<file path="src/rtl/spc_pkg.sv">
package spc_pkg;

    localparam int REG_W     = 6;
    localparam int IRQ_LINES = 16;

    localparam logic [REG_W-1:0] REG_ID   = 6'h00;
    localparam logic [REG_W-1:0] REG_STAT = 6'h01;
    localparam logic [REG_W-1:0] REG_PWR  = 6'h02;
    localparam logic [REG_W-1:0] REG_GCTL = 6'h03;
    localparam logic [REG_W-1:0] REG_CHG  = 6'h04;
    localparam logic [REG_W-1:0] REG_CCFG = 6'h05;

    localparam logic [7:0] ID_VALUE = 8'h82;

    // Field order equals the low seven bits of the status register
    typedef struct packed {
        logic       pwr_ok;
        logic       ready;
        logic       wr_prot;
        logic       det_b;
        logic       det_a;
        logic [1:0] batt;
    } pins_t;

    typedef struct packed {
        logic det;
        logic bat_warn;
        logic bat_dead;
    } evt_t;

    function automatic logic [IRQ_LINES-1:0] irq_line(input logic [3:0] n);
        irq_line = IRQ_LINES'(1) << n;
    endfunction

endpackage

</file>
<file path="src/rtl/spc_sync.sv">
module spc_sync
    import spc_pkg::*;
(
    input  logic  clk,
    input  logic  rst,
    input  pins_t pins_in,
    output pins_t pins_sync,
    output evt_t  evt
);
    pins_t      s1_q, s2_q;
    logic       prev_pres_q;
    logic [1:0] prev_batt_q;
    logic       pres;

    assign pres = s2_q.det_a & s2_q.det_b;

    always_ff @(posedge clk) begin
        if (rst) begin
            s1_q        <= '0;
            s2_q        <= '0;
            prev_pres_q <= 1'b0;
            prev_batt_q <= 2'b00;
        end else begin
            s1_q        <= pins_in;
            s2_q        <= s1_q;
            prev_pres_q <= pres;
            prev_batt_q <= s2_q.batt;
        end
    end

    assign pins_sync    = s2_q;
    assign evt.det      = pres ^ prev_pres_q;
    assign evt.bat_warn = s2_q.batt[1] ^ prev_batt_q[1];
    assign evt.bat_dead = s2_q.batt[0] ^ prev_batt_q[0];

endmodule

</file>
<file path="src/rtl/spc_sock_regs.sv">
module spc_sock_regs
    import spc_pkg::*;
(
    input  logic                 clk,
    input  logic                 rst,
    input  logic                 wr_en,
    input  logic                 rd_en,
    input  logic [REG_W-1:0]     reg_sel,
    input  logic [7:0]           wdata,
    input  pins_t                stat,
    input  evt_t                 evt,
    output logic [7:0]           rdata,
    output logic [7:0]           pc_q,
    output logic [7:0]           gctl_q,
    output logic [IRQ_LINES-1:0] irq_vec
);
    logic [7:0] ccfg_q, chg_q, set_bits, kept;
    logic       rd_chg, pending;

    assign set_bits = {4'b0000, evt.det, 1'b0, evt.bat_warn, evt.bat_dead};
    assign rd_chg   = rd_en && (reg_sel == REG_CHG);
    assign kept     = rd_chg ? 8'h00 : chg_q;

    always_ff @(posedge clk) begin
        if (rst) begin
            pc_q   <= '0;
            gctl_q <= '0;
            ccfg_q <= '0;
            chg_q  <= '0;
        end else begin
            if (wr_en) begin
                case (reg_sel)
                    REG_PWR:  pc_q   <= wdata;
                    REG_GCTL: gctl_q <= wdata;
                    REG_CCFG: ccfg_q <= wdata;
                    default:  ;
                endcase
            end
            chg_q <= kept | set_bits;
        end
    end

    always_comb begin
        case (reg_sel)
            REG_ID:   rdata = ID_VALUE;
            REG_STAT: rdata = {1'b0, stat};
            REG_PWR:  rdata = pc_q;
            REG_GCTL: rdata = gctl_q;
            REG_CHG:  rdata = chg_q;
            REG_CCFG: rdata = ccfg_q;
            default:  rdata = 8'h00;
        endcase
    end

    assign pending = |(chg_q[3:0] & {ccfg_q[3], 1'b0, ccfg_q[1:0]});
    assign irq_vec = pending ? irq_line(ccfg_q[7:4]) : '0;

    p_reset_clears_r10: assert property (@(posedge clk)
        rst |=> (pc_q == 8'h00 && gctl_q == 8'h00 && chg_q == 8'h00 && ccfg_q == 8'h00));

    p_chg_set_r6: assert property (@(posedge clk) disable iff (rst)
        evt.det |=> chg_q[3]);

    p_read_clear_r7: assert property (@(posedge clk) disable iff (rst)
        (rd_chg && !evt.det && !evt.bat_warn && !evt.bat_dead) |=> (chg_q == 8'h00));

    p_pc_write_r4: assert property (@(posedge clk) disable iff (rst)
        (wr_en && reg_sel == REG_PWR) |=> (pc_q == $past(wdata)));

    p_irq_onehot_r9: assert property (@(posedge clk) disable iff (rst)
        $onehot0(irq_vec));

endmodule

</file>
<file path="src/rtl/spc_top.sv">
module spc_top
    import spc_pkg::*;
#(
    parameter int NUM_SOCK = 2
) (
    input  logic                  clk,
    input  logic                  rst,
    input  logic                  idx_we,
    input  logic                  data_we,
    input  logic                  data_re,
    input  logic [7:0]            wdata,
    output logic [7:0]            rdata,
    input  logic [NUM_SOCK-1:0]   det_a,
    input  logic [NUM_SOCK-1:0]   det_b,
    input  logic [2*NUM_SOCK-1:0] batt,
    input  logic [NUM_SOCK-1:0]   wr_prot,
    input  logic [NUM_SOCK-1:0]   ready,
    input  logic [NUM_SOCK-1:0]   pwr_ok,
    output logic [NUM_SOCK-1:0]   card_reset,
    output logic [NUM_SOCK-1:0]   out_en,
    output logic [NUM_SOCK-1:0]   card_en,
    output logic [NUM_SOCK-1:0]   auto_pwr,
    output logic [2*NUM_SOCK-1:0] vpp1,
    output logic [2*NUM_SOCK-1:0] vpp2,
    output logic [NUM_SOCK-1:0]   io_card,
    output logic [IRQ_LINES-1:0]  chg_irq
);
    localparam int SOCK_W = 2;

    logic [7:0]        idx_q;
    logic [SOCK_W-1:0] sock_sel;
    logic [REG_W-1:0]  reg_sel;

    logic [7:0]           rd_arr  [NUM_SOCK];
    logic [IRQ_LINES-1:0] irq_arr [NUM_SOCK];

    always_ff @(posedge clk) begin
        if (rst)         idx_q <= '0;
        else if (idx_we) idx_q <= wdata;
    end

    assign sock_sel = idx_q[7:6];
    assign reg_sel  = idx_q[5:0];

    for (genvar g = 0; g < NUM_SOCK; g++) begin : g_sock
        pins_t      pins_raw, pins_s;
        evt_t       evt;
        logic       sel;
        logic [7:0] pc, gctl;

        assign sel      = (sock_sel == SOCK_W'(g));
        assign pins_raw = '{pwr_ok: pwr_ok[g], ready: ready[g], wr_prot: wr_prot[g],
                            det_b: det_b[g], det_a: det_a[g], batt: batt[2*g +: 2]};

        spc_sync u_sync (
            .clk       (clk),
            .rst       (rst),
            .pins_in   (pins_raw),
            .pins_sync (pins_s),
            .evt       (evt)
        );

        spc_sock_regs u_regs (
            .clk     (clk),
            .rst     (rst),
            .wr_en   (data_we && sel),
            .rd_en   (data_re && sel),
            .reg_sel (reg_sel),
            .wdata   (wdata),
            .stat    (pins_s),
            .evt     (evt),
            .rdata   (rd_arr[g]),
            .pc_q    (pc),
            .gctl_q  (gctl),
            .irq_vec (irq_arr[g])
        );

        assign out_en[g]       = pc[7];
        assign auto_pwr[g]     = pc[5];
        assign card_en[g]      = pc[4];
        assign vpp1[2*g +: 2]  = pc[1:0];
        assign vpp2[2*g +: 2]  = pc[3:2];
        assign io_card[g]      = gctl[5];
        assign card_reset[g]   = ~gctl[6];
    end

    always_comb begin
        rdata   = 8'h00;
        chg_irq = '0;
        for (int i = 0; i < NUM_SOCK; i++) begin
            if (sock_sel == SOCK_W'(i)) rdata = rd_arr[i];
            chg_irq = chg_irq | irq_arr[i];
        end
    end

endmodule

</file>
<file path="config.mk">
export PLATFORM = sky130hd
export DESIGN_NAME = spc_top
export DESIGN_NICKNAME = d
export VERILOG_FILES = /design/src/rtl/spc_pkg.sv /design/src/rtl/spc_sync.sv /design/src/rtl/spc_sock_regs.sv /design/src/rtl/spc_top.sv
export SDC_FILE = /design/constraint.sdc
export NUM_CORES = 1
export LEC_CHECK = 0
export BUFFER_PORTS_ARGS = -buffer_cell sky130_fd_sc_hd__buf_4
export CAP_MARGIN = 40
export CORE_UTILIZATION = 60
export CTS_BUF_LIST = sky130_fd_sc_hd__clkbuf_8 sky130_fd_sc_hd__clkbuf_16
export DETAILED_ROUTE_END_ITERATION = 10
export PLACE_DENSITY = 0.81
export SYNTH_ARGS = -nofsm -noshare
export SYNTH_HDL_FRONTEND = slang
export SYNTH_SLANG_ARGS = --single-unit
</file>
<file path="constraint.sdc">
create_clock -name clk -period 3.7 [get_ports clk]
set_clock_uncertainty 0.15 [all_clocks]
set_input_delay 0 -clock clk [delete_from_list [all_inputs] [get_ports clk]]
set_output_delay 0 -clock clk [all_outputs]
set_load 0.01 [all_outputs]
</file>
[Word-level counts from Yosys, hierarchy flattened]
Cells that the tools add are included.
Operators by class
  equal/unequal tests: 6
  shift operators: 2
  mux-type cells: 8
  bitwise logic cells: 15
  reductions and logical operators: 16
Operators by type and width (number)
  case mux 8 bit (6 select lines): 2
  2-to-1 mux 16 bit: 2
  2-to-1 mux 8 bit: 4
  << shifter 1 x 4 -> 16 bit, first input constant: 2
  OR 16 bit: 1
  OR 8 x 4 -> 8 bit: 2
  equality test 6 x 2 -> 1 bit, second input constant: 2
  equality test 6 x 3 -> 1 bit, second input constant: 2
  AND reduction 2 bit: 6
  AND 4 bit: 2
  OR reduction 4 bit: 2
  equality test 6 x 1 -> 1 bit, second input constant: 1
  logical AND 1 bit: 6
  logical NOT 6 bit: 1
  bitwise XOR 1 bit: 6
  AND 1 bit: 2
  equality test 2 x 1 -> 1 bit, second input constant: 1
  logical NOT 2 bit: 1
  NOT 1 bit: 2
Word-level totals
  register bits after elaboration: 106
  output and inout port bits: 42
  word-level logic and storage cells: 84

[Longest topological paths before layout]
  depth in word-level cells: 5
  mapped depth: 9
  mapped depth without buffers: 5

[By module]
From an unflattened synthesis, not the netlist that was laid out.
Second synthesis, totals
  cell total of the unflattened synthesis: 500
  area total of the unflattened synthesis: 4899.7 um^2
By module, submodules not included
  spc_sock_regs: times used 2, cells an instance 178, area an instance 1671.6 um^2, seq. area each 540.5 um^2
  spc_sync: times used 2, cells an instance 39, area an instance 503.0 um^2, seq. area each 340.3 um^2
  spc_top: times used 1, cells an instance 66, area an instance 550.5 um^2, seq. area each 160.2 um^2

[Worst setup path after synthesis]
OpenSTA, ideal clock, no wires.
  path kind: register -> register
  from: register idx_q[3]
  to: register g_sock[1].u_regs.pc_q[0]
  arrival time: 1.599 ns
  required time: 3.422 ns
  setup slack: 1.823 ns
  stages on the path, launching flop included: 7
  buffers on the path: 1
  path through: dfxtp_1 or3_1 buf_6 nor3b_4 nand3_4 mux2i_1 nor2_1
On the way
  cells in the longest elaborated chain, start to end: 2
Ends and longest elaborated chain
  from (decl): line spc_top.sv:30  | logic [7:0] idx_q;
  from (signal assigned): line spc_top.sv:39  | else if (idx_we) idx_q <= wdata;
  equality test 6 x 2 -> 1 bit: line spc_sock_regs.sv:32  | case (reg_sel)
  AND reduction 2 bit (no source line)
  to (signal assigned): line spc_sock_regs.sv:33  | REG_PWR: pc_q <= wdata;
  to (decl): line spc_sock_regs.sv:13  | output logic [7:0] pc_q,
No other way between the ends.
A chain may end at the register's enable or synchronous reset.

[Worst setup path after layout]
  from: register idx_q[0]
  to: output port rdata[2]
On the way
  cells in the longest elaborated chain, start to end: 4
  elaborated cells between the ends (all ways): 10
  those cells by class: eq/ne (5); mux (4); reduce/logical (1)
Ends and longest elaborated chain
  equality test 6 x 3 -> 1 bit, or another cell as far along: line spc_sock_regs.sv:44  | case (reg_sel)
  case mux 8 bit (6 select lines): line spc_sock_regs.sv:44
  2-to-1 mux 8 bit: line spc_top.sv:91  | if (sock_sel == SOCK_W'(i)) rdata = rd_arr[i];
  2-to-1 mux 8 bit (*): line spc_top.sv:91
  to (decl): line spc_top.sv:12  | output logic [7:0] rdata,
Mark *: on every way between the ends. The rest lies on a longest branch, timed or not.

==> flow_summary.json <==
{
  "netlist-cell-type-count": 41,
  "clk_transition_reported_paths_ns": 0.09,
  "netlist_area_mm2": 0.00415,
  "grt_antenna_before_repair": 0,
  "criticalPathCategory": "flip-flop to primary output",
  "final_cell_area_mm2": 0.00506,
  "max_clock_freq_mhz": 345,
  "synth_fp_nets": 454,
  "io_buffer_count": 68,
  "drt-total-wl_um": 10400,
  "h-tree-depth": 3,
  "timing.critical_path.arrival_ns": 2.75,
  "timing_max_transition_violations_final": 0,
  "ys_async_sr_fraction_pct": 0,
  "synth_sequential_area_ratio_pct": 46.3,
  "drive_gt1_share_pct": 18.6,
  "n_antenna_cell": 0,
  "cp-start-kind": "flip-flop",
  "placement_rows": 29,
  "holdCritPathClass": "input pin to flip-flop",
  "clk_root_buffer_cell": "clkbuf_8",
  "die_w_um": 85.1,
  "globalplace.congestion": 0.914,
  "run_status": "complete, no violations",
  "rsz_0062_raised_after_global_routing": "no",
  "finalWorstSetupSlack_ns": 0.803,
  "grt_pass1_wl_um": 16500,
  "clock-sinks": 96,
  "final_net_count": 527,
  "io_pins": 69,
  "path_cells": "nor4b_4 > a222oi_1 > a21boi_1 > o22ai_1 > buf_4",
  "post_synth.cell_area_avg_um2": 9.71,
  "p_per_area_mw_per_mm2": 393,
  "max_stage_delay_ns": 0.83,
  "worstSkewPairLatency_ns": 0.36,
  "synth_enable_flop_cells": 0,
  "post_synth_main_area_contributors": "dfxtp_1, mux2i_1, nor2_1",
  "post_cts_buffers": 0,
  "critical_path.endpoint_type": "primary output",
  "grt_max_degree": 76,
  "nFillCells": 448,
  "dpl-instance-area_mm2": 0.00452,
  "worst-r2r-setup-slack_ns": 1.07,
  "tritoncts.num_buffers": 9,
  "core_area_mm2": 0.00649,
  "maxCapViolCount": 0,
  "final-setup-viol-count": 0,
  "first_global_vias": 3249,
  "gr-usage-all-layers_pct": 29.9,
  "power_leakage_nw": 2.16,
  "area_growth_syn_to_layout_pct": 22.1,
  "grt.overflow.total": 0,
  "die_area_mm2": 0.00725,
  "bufs_and_invs_on_worst_path": 1,
  "synth-main-ff-cell": "dfxtp_1",
  "worst_path_max_delay_cell": "dfxtp_1",
  "vias_per_cell": 5.95,
  "worst_path_dominant_cell_family": "flip-flops",
  "place.detailed.hpwl_um": 6810,
  "syn_inst": 427,
  "synthDominantAreaCellType": "dfxtp_1",
  "tritoncts": "done",
  "irDropWorstVdd_mv": 0.397,
  "drt_iter0_drc": 443,
  "wl_per_cell_um": 17.8,
  "dr_total_vias": 3461,
  "required_ns": 3.55,
  "worst_rel_slew_slack_pct": 44.7,
  "detailed_router_iteration_count_before_antenna_repair": 6,
  "worstPathMaxFanout": 21,
  "antenna_nets_post_route": 0,
  "final-hold-violation-count": 0,
  "synth_top_area_share_pct": 46.3,
  "layout_worst_path_cycle_share_pct": 78.3,
  "die_height_um": 85.1,
  "final.setup.tns_ns": 0,
  "synth-warning-count": 0,
  "floorplan.initialDensity_pct": 63.8,
  "ctsLongestPathBuffers": 2,
  "worst_pin_slew_ns": 0.828,
  "place_ws_ns": 1.15,
  "route.detailed.drc": 0,
  "postSynthRegisterBits": 96,
  "min_period_ns": 2.90
}
-- state kept, by name (all words and copies together), names as in the netlist --
signal                     count
g_sock.u_regs.chg_q            6
g_sock.u_sync.s1_q            14
g_sock.u_regs.ccfg_q          16
g_sock.u_regs.pc_q            16
g_sock.u_regs.gctl_q          16
g_sock.u_sync.prev_batt_q      4
g_sock.u_sync.prev_pres_q      2
idx_q                          8
g_sock.u_sync.pins_sync       14
-- logic make-up (layout without fill, tap and decap cells) --
kind of cell / after synthesis / after routing / synth area share, %
compound gates: 71 / 71 / 12.2
mux: 60 / 60 / 14.5
simple gates: 150 / 150 / 19.1
xor+xnor: 6 / 6 / 1.27
buf+inv: 44 / 122 / 6.58
flops: 96 / 96 / 46.3
-- layout make-up --
cell class                      instances  area, µm²  share of cell area (%)
Multi-Input combinational cell        287       1950                    38.5
Sequential cell                        96       1920                    37.9
Timing Repair Buffer                  102        868                    17.1
Clock buffer                           11        151                    2.99
Tap cell                               77       96.3                    1.90
Clock inverter                          5       60.1                    1.19
Inverter                                4       15.0                   0.296
-- tightest hold or removal path: stages --
cell	delay, ns
buf_4	0.11
and4b_1	0.18
nand2_1	0.11
a21oi_1	0.07
nor2_1	0.07
-- report_power, final --
group | switching (mW) | internal (mW)
logic | 0.0963 | 0.0916
registers | 0.0223 | 1.06
clock network | 0.366 | 0.353
total | 0.485 | 1.50
-- cell usage in the layout (no fill, tap or decap), types with 8 or more instances in the layout --
cell | netlist | layout
dfxtp_1 | 96 | 96
nor2_1 | 71 | 71
buf_4 | 17 | 68
mux2i_1 | 60 | 60
nor2b_1 | 35 | 35
dlygate4sd3_1 | 0 | 33
o22ai_1 | 24 | 24
nand2_1 | 14 | 14
a21oi_1 | 11 | 11
clkbuf_8 | 0 | 11
a222oi_1 | 10 | 10
a21boi_1 | 8 | 8
-- through the flow --
stage / hold WS [ns] / util, % / power, mW / instances
final: 0.0819 / 78.0 / 1.99 / 582
after global routing: 0.0973 / 78.0 / 2.06 / 582
after CTS: 0.0697 / 78.0 / 1.99 / 582
after detailed placement: 0.0679 / 69.6 / 1.26 / 533
after global placement: 0.0583 / 69.2 / 1.25 / 532
after floorplan: -0.0218 / - / 1.20 / 427
-- worst paths after layout --
| path | cells past startpoint | start | endpoint |
|---|---|---|---|
| max reg2reg | 4 | idx_q[0]$_SDFFE_PP0P_ | g_sock[0].u_regs.gctl_q[7]$_SDFFE_PP0P_ |
| min | 5 | data_re | g_sock[1].u_regs.chg_q[1]$_SDFF_PP0_ |
| max | 5 | idx_q[0]$_SDFFE_PP0P_ | rdata[2] |
| min reg2reg | 1 | g_sock[1].u_sync.s1_q[1]$_SDFF_PP0_ | g_sock[1].u_sync.pins_sync[1]$_SDFF_PP0_ |
-- Yosys cell counts (3+ instances only) --
cell / n
a21boi_1: 8
a21oi_1: 11
a221oi_1: 4
a222oi_1: 10
a22o_1: 6
and3_1: 4
buf_2: 5
buf_4: 17
buf_6: 5
clkbuf_1: 11
dfxtp_1: 96
inv_1: 4
mux2i_1: 60
nand2_1: 14
nand2b_1: 5
nor2_1: 71
nor2b_1: 35
o22ai_1: 24
or3_1: 3
xor2_1: 4
-- per-layer routing --
layer / up-vias / GRT usage, % / wire length, µm
met1: 1637 / 38.5 / 4530
met2: 169 / 48.8 / 4830
met3: 30 / 7.49 / 674
li1: 1625 / - / -
met4: 0 / 11.1 / 319
met5: - / 0 / 0
-- what timing repair did --
action                                  in CTS  in global routing
resized for setup                            0                  0
endpoints found under the hold margin       77                  0
hold buffers                                33                  0
endpoints found under the setup margin       0                  0
Note: power is estimated with default switching activity, not from simulation.
